## config.mk

```make
export PLATFORM = sky130hd
export DESIGN_NAME = trace_ring_writer
export DESIGN_NICKNAME = d
export VERILOG_FILES = /design/src/rtl/trw_pkg.sv /design/src/rtl/trw_seq.sv /design/src/rtl/trw_emit.sv /design/src/rtl/trace_ring_writer.sv
export SDC_FILE = /design/constraint.sdc
export NUM_CORES = 1
export LEC_CHECK = 0
export CAP_MARGIN = 15
export CORE_ASPECT_RATIO = 2
export CORE_MARGIN = 2
export CORE_UTILIZATION = 46
export CTS_BUF_LIST = sky130_fd_sc_hd__clkbuf_4
export CTS_CLUSTER_DIAMETER = 50
export DETAILED_ROUTE_END_ITERATION = 6
export GPL_ROUTABILITY_DRIVEN = 0
export PLACE_DENSITY = 0.84
export SETUP_SLACK_MARGIN = 0.1
export SLEW_MARGIN = 20
export SYNTH_ARGS = -nofsm -noshare
export SYNTH_HDL_FRONTEND = slang
export SYNTH_HIERARCHICAL = 1
export SYNTH_SLANG_ARGS = --single-unit
```

## constraint.sdc

```tcl
create_clock -name clk -period 5.8 [get_ports clk]
set_input_delay 0.58 -clock clk [delete_from_list [all_inputs] [get_ports clk]]
set_output_delay 0.58 -clock clk [all_outputs]
set_load 0.03 [all_outputs]
```

## src/rtl/trw_pkg.sv

```systemverilog
package trw_pkg;
  localparam int NBUF  = 4;
  localparam int IDX_W = $clog2(NBUF);
  typedef logic [IDX_W-1:0] buf_idx_t;

  function automatic buf_idx_t next_idx(input buf_idx_t i);
    return buf_idx_t'(i + buf_idx_t'(1));
  endfunction

  function automatic logic is_final_region(input buf_idx_t i);
    return i == buf_idx_t'(NBUF - 1);
  endfunction
endpackage

```

## src/rtl/trw_seq.sv

```systemverilog
module trw_seq
  import trw_pkg::*;
#(
  parameter int SIZE_W    = 32,
  parameter int DEF_BYTES = 4 * 1024 * 1024,
  localparam int OFF_W    = SIZE_W - 2
) (
  input  logic             clk,
  input  logic             rst_n,
  input  logic             enable,
  input  logic             in_valid,
  input  logic             in_last,
  input  logic [SIZE_W-1:0] size_bytes,
  output logic             active,
  output buf_idx_t         cur_idx,
  output logic [OFF_W-1:0] cur_off,
  output logic             accept,
  output logic             buf_end
);
  // number of words a region holds, with the zero and sub-word rules
  function automatic logic [OFF_W-1:0] region_words(input logic [SIZE_W-1:0] sz);
    logic [OFF_W-1:0] w;
    w = sz[SIZE_W-1:2];
    if (sz == '0)      w = OFF_W'(DEF_BYTES / 4);
    else if (w == '0)  w = OFF_W'(1);
    return w;
  endfunction

  logic [OFF_W-1:0] last_off;
  logic             stop_rec;
  logic             stop_ring;

  assign last_off  = region_words(size_bytes) - OFF_W'(1);
  assign accept    = active && in_valid;
  assign buf_end   = accept && (cur_off >= last_off);
  assign stop_rec  = accept && !enable && in_last;
  assign stop_ring = buf_end && is_final_region(cur_idx) && !enable;

  always_ff @(posedge clk) begin
    if (!rst_n) begin
      active  <= 1'b0;
      cur_idx <= '0;
      cur_off <= '0;
    end else if (!active) begin
      if (enable) begin
        active  <= 1'b1;
        cur_idx <= '0;
        cur_off <= '0;
      end
    end else if (accept) begin
      if (buf_end) begin
        cur_off <= '0;
        cur_idx <= next_idx(cur_idx);
      end else begin
        cur_off <= cur_off + OFF_W'(1);
      end
      if (stop_rec || stop_ring) active <= 1'b0;
    end
  end

  p_idle_hold_r7: assert property (@(posedge clk) disable iff (!rst_n)
    (!active && !enable) |=> ($stable(cur_idx) && $stable(cur_off)));
  p_restart_r10: assert property (@(posedge clk) disable iff (!rst_n)
    (!active && enable) |=> (active && cur_idx == '0 && cur_off == '0));
  p_off_step_r3: assert property (@(posedge clk) disable iff (!rst_n)
    (accept && !buf_end) |=> (cur_off == $past(cur_off) + OFF_W'(1)));
  p_gap_hold_r11: assert property (@(posedge clk) disable iff (!rst_n)
    (active && !in_valid) |=> ($stable(cur_idx) && $stable(cur_off)));
endmodule

```

## src/rtl/trw_emit.sv

```systemverilog
module trw_emit
  import trw_pkg::*;
#(
  parameter int ADDR_W = 32,
  parameter int DATA_W = 32,
  parameter int OFF_W  = 30
) (
  input  logic                        clk,
  input  logic                        rst_n,
  input  logic [NBUF-1:0][ADDR_W-1:0] bases,
  input  logic                        accept,
  input  logic                        buf_end,
  input  buf_idx_t                    idx,
  input  logic [OFF_W-1:0]            off,
  input  logic [DATA_W-1:0]           data,
  output logic                        wr_valid,
  output logic [ADDR_W-1:0]           wr_addr,
  output logic [DATA_W-1:0]           wr_data,
  output logic                        done_valid,
  output buf_idx_t                    done_idx
);
  function automatic logic [ADDR_W-1:0] word_addr(input logic [ADDR_W-1:0] base,
                                                  input logic [OFF_W-1:0]  o);
    return base + ADDR_W'({o, 2'b00});
  endfunction

  always_ff @(posedge clk) begin
    if (!rst_n) begin
      wr_valid   <= 1'b0;
      wr_addr    <= '0;
      wr_data    <= '0;
      done_valid <= 1'b0;
      done_idx   <= '0;
    end else begin
      wr_valid   <= accept;
      done_valid <= buf_end;
      if (accept) begin
        wr_addr <= word_addr(bases[idx], off);
        wr_data <= data;
      end
      if (buf_end) done_idx <= idx;
    end
  end

  p_no_write_idle_r2: assert property (@(posedge clk) disable iff (!rst_n)
    !accept |=> !wr_valid);
  p_done_one_cycle_r5: assert property (@(posedge clk) disable iff (!rst_n)
    (done_valid && !buf_end) |=> !done_valid);
endmodule

```

## src/rtl/trace_ring_writer.sv

```systemverilog
module trace_ring_writer
  import trw_pkg::*;
#(
  parameter int ADDR_W    = 32,
  parameter int DATA_W    = 32,
  parameter int SIZE_W    = 32,
  parameter int DEF_BYTES = 4 * 1024 * 1024,
  localparam int OFF_W    = SIZE_W - 2
) (
  input  logic              clk,
  input  logic              rst_n,
  input  logic              trace_en,
  input  logic [ADDR_W-1:0] base0,
  input  logic [ADDR_W-1:0] base1,
  input  logic [ADDR_W-1:0] base2,
  input  logic [ADDR_W-1:0] base3,
  input  logic [SIZE_W-1:0] buf_size,
  input  logic              in_valid,
  input  logic [DATA_W-1:0] in_data,
  input  logic              in_last,
  output logic              wr_valid,
  output logic [ADDR_W-1:0] wr_addr,
  output logic [DATA_W-1:0] wr_data,
  output logic              done_valid,
  output logic [IDX_W-1:0]  done_idx,
  output logic              tracing,
  output logic [IDX_W-1:0]  cur_idx,
  output logic [OFF_W-1:0]  cur_off
);
  logic [NBUF-1:0][ADDR_W-1:0] bases;
  logic [ADDR_W-1:0]           base_list [NBUF];
  logic                        accept;
  logic                        buf_end;
  buf_idx_t                    idx_w;
  buf_idx_t                    didx_w;

  assign base_list[0] = base0;
  assign base_list[1] = base1;
  assign base_list[2] = base2;
  assign base_list[3] = base3;

  for (genvar g = 0; g < NBUF; g++) begin : g_base
    assign bases[g] = base_list[g];
  end

  trw_seq #(.SIZE_W(SIZE_W), .DEF_BYTES(DEF_BYTES)) u_seq (
    .clk(clk), .rst_n(rst_n), .enable(trace_en), .in_valid(in_valid),
    .in_last(in_last), .size_bytes(buf_size), .active(tracing),
    .cur_idx(idx_w), .cur_off(cur_off), .accept(accept), .buf_end(buf_end)
  );

  trw_emit #(.ADDR_W(ADDR_W), .DATA_W(DATA_W), .OFF_W(OFF_W)) u_emit (
    .clk(clk), .rst_n(rst_n), .bases(bases), .accept(accept),
    .buf_end(buf_end), .idx(idx_w), .off(cur_off), .data(in_data),
    .wr_valid(wr_valid), .wr_addr(wr_addr), .wr_data(wr_data),
    .done_valid(done_valid), .done_idx(didx_w)
  );

  assign cur_idx  = idx_w;
  assign done_idx = didx_w;

  p_done_with_write_r5: assert property (@(posedge clk) disable iff (!rst_n)
    done_valid |-> wr_valid);
  p_done_offset_r4: assert property (@(posedge clk) disable iff (!rst_n)
    done_valid |-> (cur_off == '0));
  p_done_order_r4: assert property (@(posedge clk) disable iff (!rst_n)
    done_valid |-> (idx_w == next_idx(didx_w)));
endmodule

```

# After elaboration in Yosys (flattened, before gate mapping)
# Cells that the tools add are included.
classes:
  add_sub_neg: 4
  n_lt_le_gt_ge: 2
  eq_ne: 3
  mux: 16
  reduce_logical: 13
op_table:
  columns: ["op", "count"]
  rows:
  - ["two-way mux 30 bit", 6]
  - ["binary-select mux 32 bit (select 2 bit)", 1]
  - ["adder 32 bit", 1]
  - ["zero test 32 bit", 1]
  - ["two-way mux 32 bit", 1]
  - ["adder 30 x 1 -> 30 bit (second input constant)", 1]
  - [">= comparator 30 bit", 1]
  - ["zero test 30 bit", 1]
  - ["subtractor 30 x 1 -> 30 bit (second input constant)", 1]
  - ["two-way mux 2 bit", 4]
  - ["logical AND 1 bit", 6]
  - ["two-way mux 1 bit", 4]
  - ["!= test 2 x 1 -> 1 bit (second input constant)", 2]
  - ["less-than comparator 2 x 3 -> 1 bit (second input constant)", 1]
  - ["AND reduction 3 bit", 1]
  - ["adder 2 x 1 -> 2 bit (second input constant)", 1]
  - ["equality test 2 bit (second input constant)", 1]
  - ["AND reduction 2 bit", 1]
  - ["nonzero test 2 bit", 1]
  - ["zero test 1 bit", 1]
  - ["logical OR 1 bit", 1]
word_totals:
  ff_bits: 101
  in_bits: 197
  out_inout_bits: 101
  word_cells: 46

# Logic depth before layout (Yosys ltp)
# Gate-level depths: netlist of the first run.
depth:
  depth_word: 12
  ltp_mapped: 20
  mapped_depth_nobuf: 20

# Cells and area by module
# Netlist of the first run, hierarchy kept.
modules_own_cells:
  columns: ["module", "instances", "cells_per_inst", "area_each_um2", "seq_area_each_um2"]
  rows:
  - ["trw_emit", 1, 512, 4748.3, 1361.3]
  - ["trw_seq", 1, 379, 2972.9, 660.6]

# Least setup slack after synthesis of the first run
# Ideal clock, no wire load.
synth_timing:
  path_kind: "in2reg"
  from: "input port buf_size[7]"
  to: "register u_seq.cur_off[16]"
  setup_time_ns: 0.073
  arrival_ns: 4.979
  required_ns: 5.727
  setup_slack_ns: 0.749
  stages: 19
  path_cell_list: "or4_4 -> or4_4 -> and3b_2 -> nand4b_1 -> nor2b_1 -> ha_1 -> nand2_1 -> or4_4 -> nor2_2 -> o311a_1 -> ha_1 -> nand2_1 -> o21ai_0 -> a221oi_1 -> nand3_1 -> a211oi_1 -> clkbuf_1 -> nand4_1 -> mux2i_1"
synth_between:
  elab_chain_len: 9
synth_rtl:
  columns: ["item", "line", "source"]
  rows:
  - ["from (decl)", "trace_ring_writer.sv:17", "input logic [SIZE_W-1:0] buf_size,"]
  - ["zero test 30 bit", "trw_seq.sv:25", "else if (w == '0) w = OFF_W'(1);"]
  - ["two-way mux 30 bit", "trw_seq.sv:25", null]
  - ["two-way mux 30 bit (*)", "trw_seq.sv:24", "if (sz == '0) w = OFF_W'(DEF_BYTES / 4);"]
  - ["subtractor 30 x 1 -> 30 bit (*)", "trw_seq.sv:33", "assign last_off = region_words(size_bytes) - OFF_W'(1);"]
  - [">= comparator 30 bit (*)", "trw_seq.sv:35", "assign buf_end = accept && (cur_off >= last_off);"]
  - ["logical AND 1 bit (*)", "trw_seq.sv:35", null]
  - ["two-way mux 30 bit (*)", "trw_seq.sv:51", "if (buf_end) begin"]
  - ["two-way mux 30 bit (*)", "trw_seq.sv:50", "end else if (accept) begin"]
  - ["two-way mux 30 bit (*)", "trw_seq.sv:44", "end else if (!active) begin"]
  - ["to (signal assigned)", "trw_seq.sv:55", "cur_off <= cur_off + OFF_W'(1);"]
  - ["to (decl)", "trw_seq.sv:16", "output logic [OFF_W-1:0] cur_off,"]
# Mark *: on every way between the ends. The rest lies on a longest branch, timed or not. The select of a mux whose other input is x is not followed.
# A chain may end at the register's enable or synchronous reset.

# Final worst setup path of the first run
layout_timing:
  from: "input port buf_size[7]"
  to: "register u_seq.cur_off[17]"
# The elaborated chain is that of the path after synthesis.

==> results of run 1 <==
## path summary, 6_finish.rpt
kind	start	to	slack, ps
min	u_emit/wr_addr[18]	u_emit/wr_addr[18]	470
min reg2reg	u_emit/wr_addr[18]	u_emit/wr_addr[18]	470
max	buf_size[7]	u_seq/cur_off[17]	480
max reg2reg	u_seq/cur_idx[0]	u_emit/wr_addr[28]	1920
## what timing repair did
item / in CTS / in global routing
endpoints found under the hold margin: 0 / 0
setup endpoints to repair: 0 / 2
resized for setup: 0 / 1
## stage by stage
step                total power (W)  worst slack (ps)  utilization, %  cells
global placement            0.00117               102            65.6   1369
global route                0.00165               192            66.6   1386
CTS                         0.00158               459            66.6   1385
floorplan                  0.000942               749               -    891
detailed placement          0.00118             -33.4            65.6   1369
finish                      0.00158               477            66.6   1386
## logic make-up (layout without fill, tap and decap cells)
group,after synthesis,after routing,synth area share (%)
AND/OR/NAND/NOR,333,333,22.0
AO/OA/AOI/OAI,183,183,15.2
flip-flops,101,101,26.2
multiplexers,94,94,17.4
buffers and inverters,68,355,3.40
adder cells (fa/ha/maj),63,63,10.3
XOR/XNOR,49,49,5.56
other,0,1,0
## layout by cell type, fill, tap and decap left out, drive strengths merged, types with 3 or more instances in the layout
cell | synthesis | layout
a2111oi | 3 | 3
nand3 | 48 | 48
xnor2 | 19 | 19
a22o | 4 | 4
nand3b | 3 | 3
buf | 8 | 9
ha | 62 | 62
a21o | 16 | 16
o2111ai | 3 | 3
a31oi | 6 | 6
or3 | 5 | 5
nor3 | 20 | 20
a21oi | 65 | 65
inv | 32 | 36
a211o | 5 | 5
mux4 | 32 | 32
o21ai | 40 | 40
nor2b | 8 | 8
and2 | 11 | 11
nand2b | 5 | 5
nor3b | 3 | 3
o211ai | 6 | 6
and4 | 4 | 4
dfxtp | 101 | 101
and3 | 12 | 12
nand2 | 70 | 70
nor2 | 95 | 95
nand4 | 25 | 25
a21boi | 5 | 5
xor2 | 30 | 30
a211oi | 6 | 6
mux2i | 62 | 62
or4 | 6 | 6
clkbuf | 27 | 9
nand4b | 4 | 4
nor4 | 8 | 8
o21a | 8 | 8
clkdlybuf4s50 | 0 | 297
## cell type report
| class | instances | area, um2 |
|---|---|---|
| tap | 207 | 259 |
| clock inverter | 7 | 91.3 |
| multi-input combinational | 722 | 5450 |
| fill | 1359 | 5540 |
| inverter | 33 | 124 |
| sequential | 101 | 2020 |
| timing repair buffer | 306 | 3040 |
| clock buffer | 9 | 67.6 |
| antenna | 1 | 2.50 |
## power by group through the flow
stage          combinational (W)  sequential [W]  clock, W
2_1_floorplan           0.000150        0.000792         0
3_3_place_gp            0.000423        0.000746         0
3_5_place_dp            0.000432        0.000748         0
4_1_cts                 0.000434        0.000733  0.000417
5_1_grt                 0.000464        0.000736  0.000446
6_report                0.000435        0.000733  0.000407
## state kept, by name, summed over array words and instances, names as in the netlist
register and flops:
u_emit/wr_data 32, u_emit/wr_addr 32, u_seq/active 1, u_emit/done_valid 1, u_emit/wr_valid 1, u_emit/done_idx 2
u_seq/cur_idx 2, u_seq/cur_off 30
## worst max-delay path: cells and delay by family
kind                     cells  cell delay [ps]
AO/OA/AOI/OAI                6             1380
adder cells (fa/ha/maj)      2              500
buffers and inverters        2              810
AND/OR/NAND/NOR             10             2420
## per-layer routing
metal  track usage, %  share of wire (%)  vias to the layer above
met5                0                  0                        -
met4             14.0                4.8                        0
met3             6.69                9.2                       79
met2             51.9                 51                      483
met1             31.6                 35                     3819
li1                 -                  -                     3879
==> results.cfg, run 1 <==
[clocking]
post_cts_buffers = 0
cts_buffers = 9
cts-root-buf = clkbuf_4
cts.sinks = 101
htreeDepth = 3
clockBufferDepth = 2
cts_tree = yes
clk_latency_ps = 470
ctsHoldBuffers = 0
clkTransAtPathRegs_ps = 160

[timing]
relSlewSlack_pct = 34.6
setup_viol = 0
fmax_mhz = 188
hold_violations = 0
setup-tns-final_ps = 0
period_needed_ps = 5320
rsz0062_at_grt = no
fin_skew_ps = 20.2
slew_viol_final = 0
worst_hold_slack_ps = 473
worst_pin_slew_ps = 981
fin_crit_sh_pct = 91.8

[floorplanning]
start_util_pct = 46.5
core_mm2 = 0.0166
die_y_um = 187
dieArea_mm2 = 0.0179
num_rows = 67
die_w_um = 95.6
design.portCount = 298

[logic_synthesis]
yosys_warnings = 6
ys.flop_type = dfxtp_1
syn_area_mm2 = 0.00772
ys_types = 76
synth_cells = 891
synth_top_cell_area_share_pct = 26.2
async_reset_ff_share_pct = 0
synth_nets = 1151
synth.yosys.seq_area_share_pct = 26.2
synth_area_leader_cell = dfxtp_1
synth.most_common_cell = dfxtp_1
syn_avg_cell_area_um2 = 8.67
ys_top_cells_by_count = dfxtp_1, nor2_1, nand2_1
ys_ff_latch = 101
synth_edf_count = 0
ys_top_cells_by_area = dfxtp_1, ha_1, mux4_2

[detailed_routing]
drt_iter0_drc = 416
drt_pass1_iterations = 7
drc_errors = 0
route.detailed.wl_per_inst_um = 19.2
drtAntennaViolNets = 0
wl_mm = 26.6
vias = 8260
via_per_inst = 5.96

[power]
seqPwrFrac_pct = 46.5
switchingPower_w = 0.000482
p_leak_nw = 4.18
power_frac_clock_pct = 25.9
p_int_w = 0.00109
vdd_ir_drop_max_mv = 0.139
combPwrFrac_pct = 27.6
sw_frac_of_total_pct = 30.6
powerDensity_mw_per_mm2 = 142

[final_layout]
final_area_mm2 = 0.0111
syn_to_final_growth_pct = 43.2
nNetsFinal = 1433
drive_gt1_share_pct = 6.96

[setup_path]
crit_type = input port to flip-flop
cp_slowest_cell = or4_4
slowest_delay_ps = 580
r2r_cells = 12
startpoint_type = input port
worstPathRequired_ps = 6180
cp_max_fo = 29
critPathMostFrequentCell = or4_4
crit_arrival_ps = 5700
path_cells = clkdlybuf4s50_1 -> or4_4 -> or4_4 -> and3b_2 -> nand4b_1 -> nor2b_1 -> ha_1 -> nand2_1 -> or4_4 -> nor2_2 -> o311a_1 -> ha_1 -> nand2_1 -> o21ai_0 -> a221oi_1 -> nand3_1 -> a211oi_4 -> buf_4 -> a21oi_1 -> o21ai_0
end_kind = flip-flop

[place]
post-dp-hpwl_mm = 21.4
placed_area_mm2 = 0.0109
portBuffers = 297

[global_routing]
first_global_vias = 8332
grt_max_degree = 55
antenna_found_initial = 1
grt_use_total_pct = 29.3
grt_pass1_wl_mm = 41.3
overflow = 0

[status]
run_status = finished, final reports clean

[hold_path]
worstHoldPathCells = 2
hold_path.class = flip-flop to flip-flop

[job]
maxCapViolCount = 0
No activity file was read; power rests on OpenSTA's default activity.
==> run 2: changes to the inputs <==
==> constraint.sdc (replaced) <==
create_clock -name clk -period 5.8 [get_ports clk]
set_input_delay 1.74 -clock clk [delete_from_list [all_inputs] [get_ports clk]]
set_output_delay 1.74 -clock clk [all_outputs]
set_load 0.03 [all_outputs]
==> run 2 against run 1 <==
Effect of this change:
- fmax shrank 5.9%
- global-route usage grew 0.49 points
- core utilization grew 4.2 points
- highest routed layer unchanged
- largest power group unchanged
- critical path depth is the same
- power shrank 0.37%
==> results.cfg, run 2 (synthesis gave the netlist of run 1 again) <==
[place]
pre_cts_ws_ps = -667
post-dp-hpwl_mm = 22.0
dp.cells = 1424
portBuffers = 297
placed_area_mm2 = 0.0114

[setup_path]
crit_arrival_ps = 6050
r2r_end = u_emit/wr_addr[30]
critPathLaunch = buf_size[7]
r2r_cells = 10
end_kind = flip-flop
worstPathRequired_ps = 6190
path_delay_family = simple AND/OR/NAND/NOR gates
cp.buffers_inverters = 6
path_cells = clkbuf_2 -> or4_4 -> or4_4 -> buf_4 -> buf_6 -> or4_4 -> nor2_4 -> nand4_1 -> xnor2_1 -> ha_1 -> nand4_1 -> nor2_2 -> a221oi_2 -> nand3_4 -> a211oi_4 -> buf_4 -> buf_12 -> buf_12 -> nand4_1 -> mux2i_1
crit_type = input port to flip-flop
cp_slowest_cell = or4_4
slowest_delay_ps = 530
startpoint_type = input port
r2r-start = u_seq/cur_idx[0]
regToRegSetupSlack_ps = 1930
cp_max_fo = 7

[final_layout]
final_area_mm2 = 0.0118
final_common_cell = clkdlybuf4s50_1
reg.largest.list = u_emit/wr_addr: 32 flops, u_emit/wr_data: 32 flops, u_seq/cur_off: 30 flops
nNetsFinal = 1500
syn_to_final_growth_pct = 52.2
drive_gt1_share_pct = 14.1
layout_common_cells = clkdlybuf4s50_1, dfxtp_1, nor2_1
fin_util_pct = 70.8
layout.cells.non_filler = 1453

[floorplanning]
die_w_um = 95.6
core_mm2 = 0.0166
start_util_pct = 46.5
die_y_um = 187
dieArea_mm2 = 0.0179
num_rows = 67
design.portCount = 298

[timing]
rsz0062_at_grt = no
fin_crit_sh_pct = 97.5
period_needed_ps = 5660
hold_violations = 0
slew_viol_final = 0
fmax_mhz = 177
relSlewSlack_pct = 35.9
worst_hold_slack_ps = 475
worst_pin_slew_ps = 961
setup_viol = 0
setup_ws_ps = 143
fin_skew_ps = 26.6

[hold_path]
hold_end = u_emit/wr_addr[12]
worstHoldPathCells = 2
hold_path.class = flip-flop to flip-flop
min_from = u_emit/wr_addr[12]

[clocking]
clk_latency_ps = 480
clockBufferDepth = 2
cts.sinks = 101
cts_buffers = 9
htreeDepth = 3
cts-root-buf = clkbuf_4
clkTransAtPathRegs_ps = 170
ctsHoldBuffers = 0
cts_tree = yes

[detailed_routing]
via_per_inst = 5.95
drc_errors = 0
drtAntennaViolNets = 0
drt_pass1_iterations = 5
vias = 8651
wl_mm = 27.6
route.detailed.wl_per_inst_um = 19.0
drt_iter0_drc = 587

[global_routing]
grt_pass1_wl_mm = 41.9
grt_max_degree = 55
grt_use_total_pct = 29.7
first_global_vias = 8621
overflow = 0
antenna_found_initial = 1

[status]
run_status = finished, final reports clean

[power]
powerDensity_mw_per_mm2 = 133
vdd_ir_drop_max_mv = 0.156
p_leak_nw = 4.68

[job]
maxCapViolCount = 0
==> run 2: cell types whose count changed in the layout (fill, tap and decap cells not counted), sizes merged, moves of 3 or more <==
| cell | before | now |
|---|---|---|
| dlymetal6s2s | 0 | 11 |
| buf | 9 | 75 |
| clkdlybuf4s50 | 297 | 275 |
| clkbuf | 9 | 16 |
| clkdlybuf4s15 | 0 | 3 |
==> run 2: report_power, final <==
group	switching (W)	total [W]	leakage (nW)	internal, W
sequential	0.0000149	0.000733	0.821	0.000718
combinational	0.000210	0.000464	3.78	0.000254
clock	0.000270	0.000372	0.0746	0.000102
total	0.000494	0.00157	4.68	0.00107
==> run 2: area by class of cell <==
| type | count | area, um2 |
|---|---|---|
| timing repair buffer | 373 | 3620 |
| clock buffer | 9 | 67.6 |
| antenna | 1 | 2.50 |
| inverter | 33 | 124 |
| fill | 1251 | 4840 |
| clock inverter | 7 | 77.6 |
| sequential | 101 | 2020 |
| tap | 207 | 259 |
| multi-input combinational | 722 | 5580 |
==> run 2: worst max-delay path by stage <==
stage / to / slack, ps / depth (start not counted)
3_3_place_gp: u_emit/done_idx[0] / -490 / 23
3_5_place_dp: u_emit/done_idx[0] / -670 / 23
5_1_grt: u_seq/cur_off[16] / 20 / 23
4_1_cts: u_seq/cur_off[21] / 120 / 18
6_report: u_seq/cur_off[6] / 140 / 20
2_1_floorplan: u_seq/cur_off[6] / -10 / 19
==> run 2: per-layer routing <==
| metal | global-route usage [%] | wire, um | up-vias |
|---|---|---|---|
| met5 | 0 | 0 | - |
| met2 | 52.8 | 14100 | 539 |
| met1 | 30.5 | 9150 | 3990 |
| met4 | 16.8 | 1490 | 0 |
| met3 | 7.61 | 2920 | 102 |
| li1 | - | - | 4020 |
==> run 2: tightest hold or removal path, cell delays in order, from the launching register on <==
cell     delay (ps)
dfxtp_1         350
nand2_1          60
a21oi_1          50
==> run 2: stage by stage <==
| stage | setup TNS (ps) | total power, W |
|---|---|---|
| 3_5_place_dp | -17910 | 0.00120 |
| 5_1_grt | 0 | 0.00163 |
| 6_report | 0 | 0.00157 |
| 3_3_place_gp | -12400 | 0.00119 |
| 4_1_cts | 0 | 0.00157 |
| 2_1_floorplan | -41.2 | 0.000945 |
==> run 2: repair_timing <==
action                     in CTS  in global routing
resized for setup              22                 45
buffers inserted                5                  6
setup endpoints to repair      32                 27
cloned                          1                  0
pin swaps                      16                 28
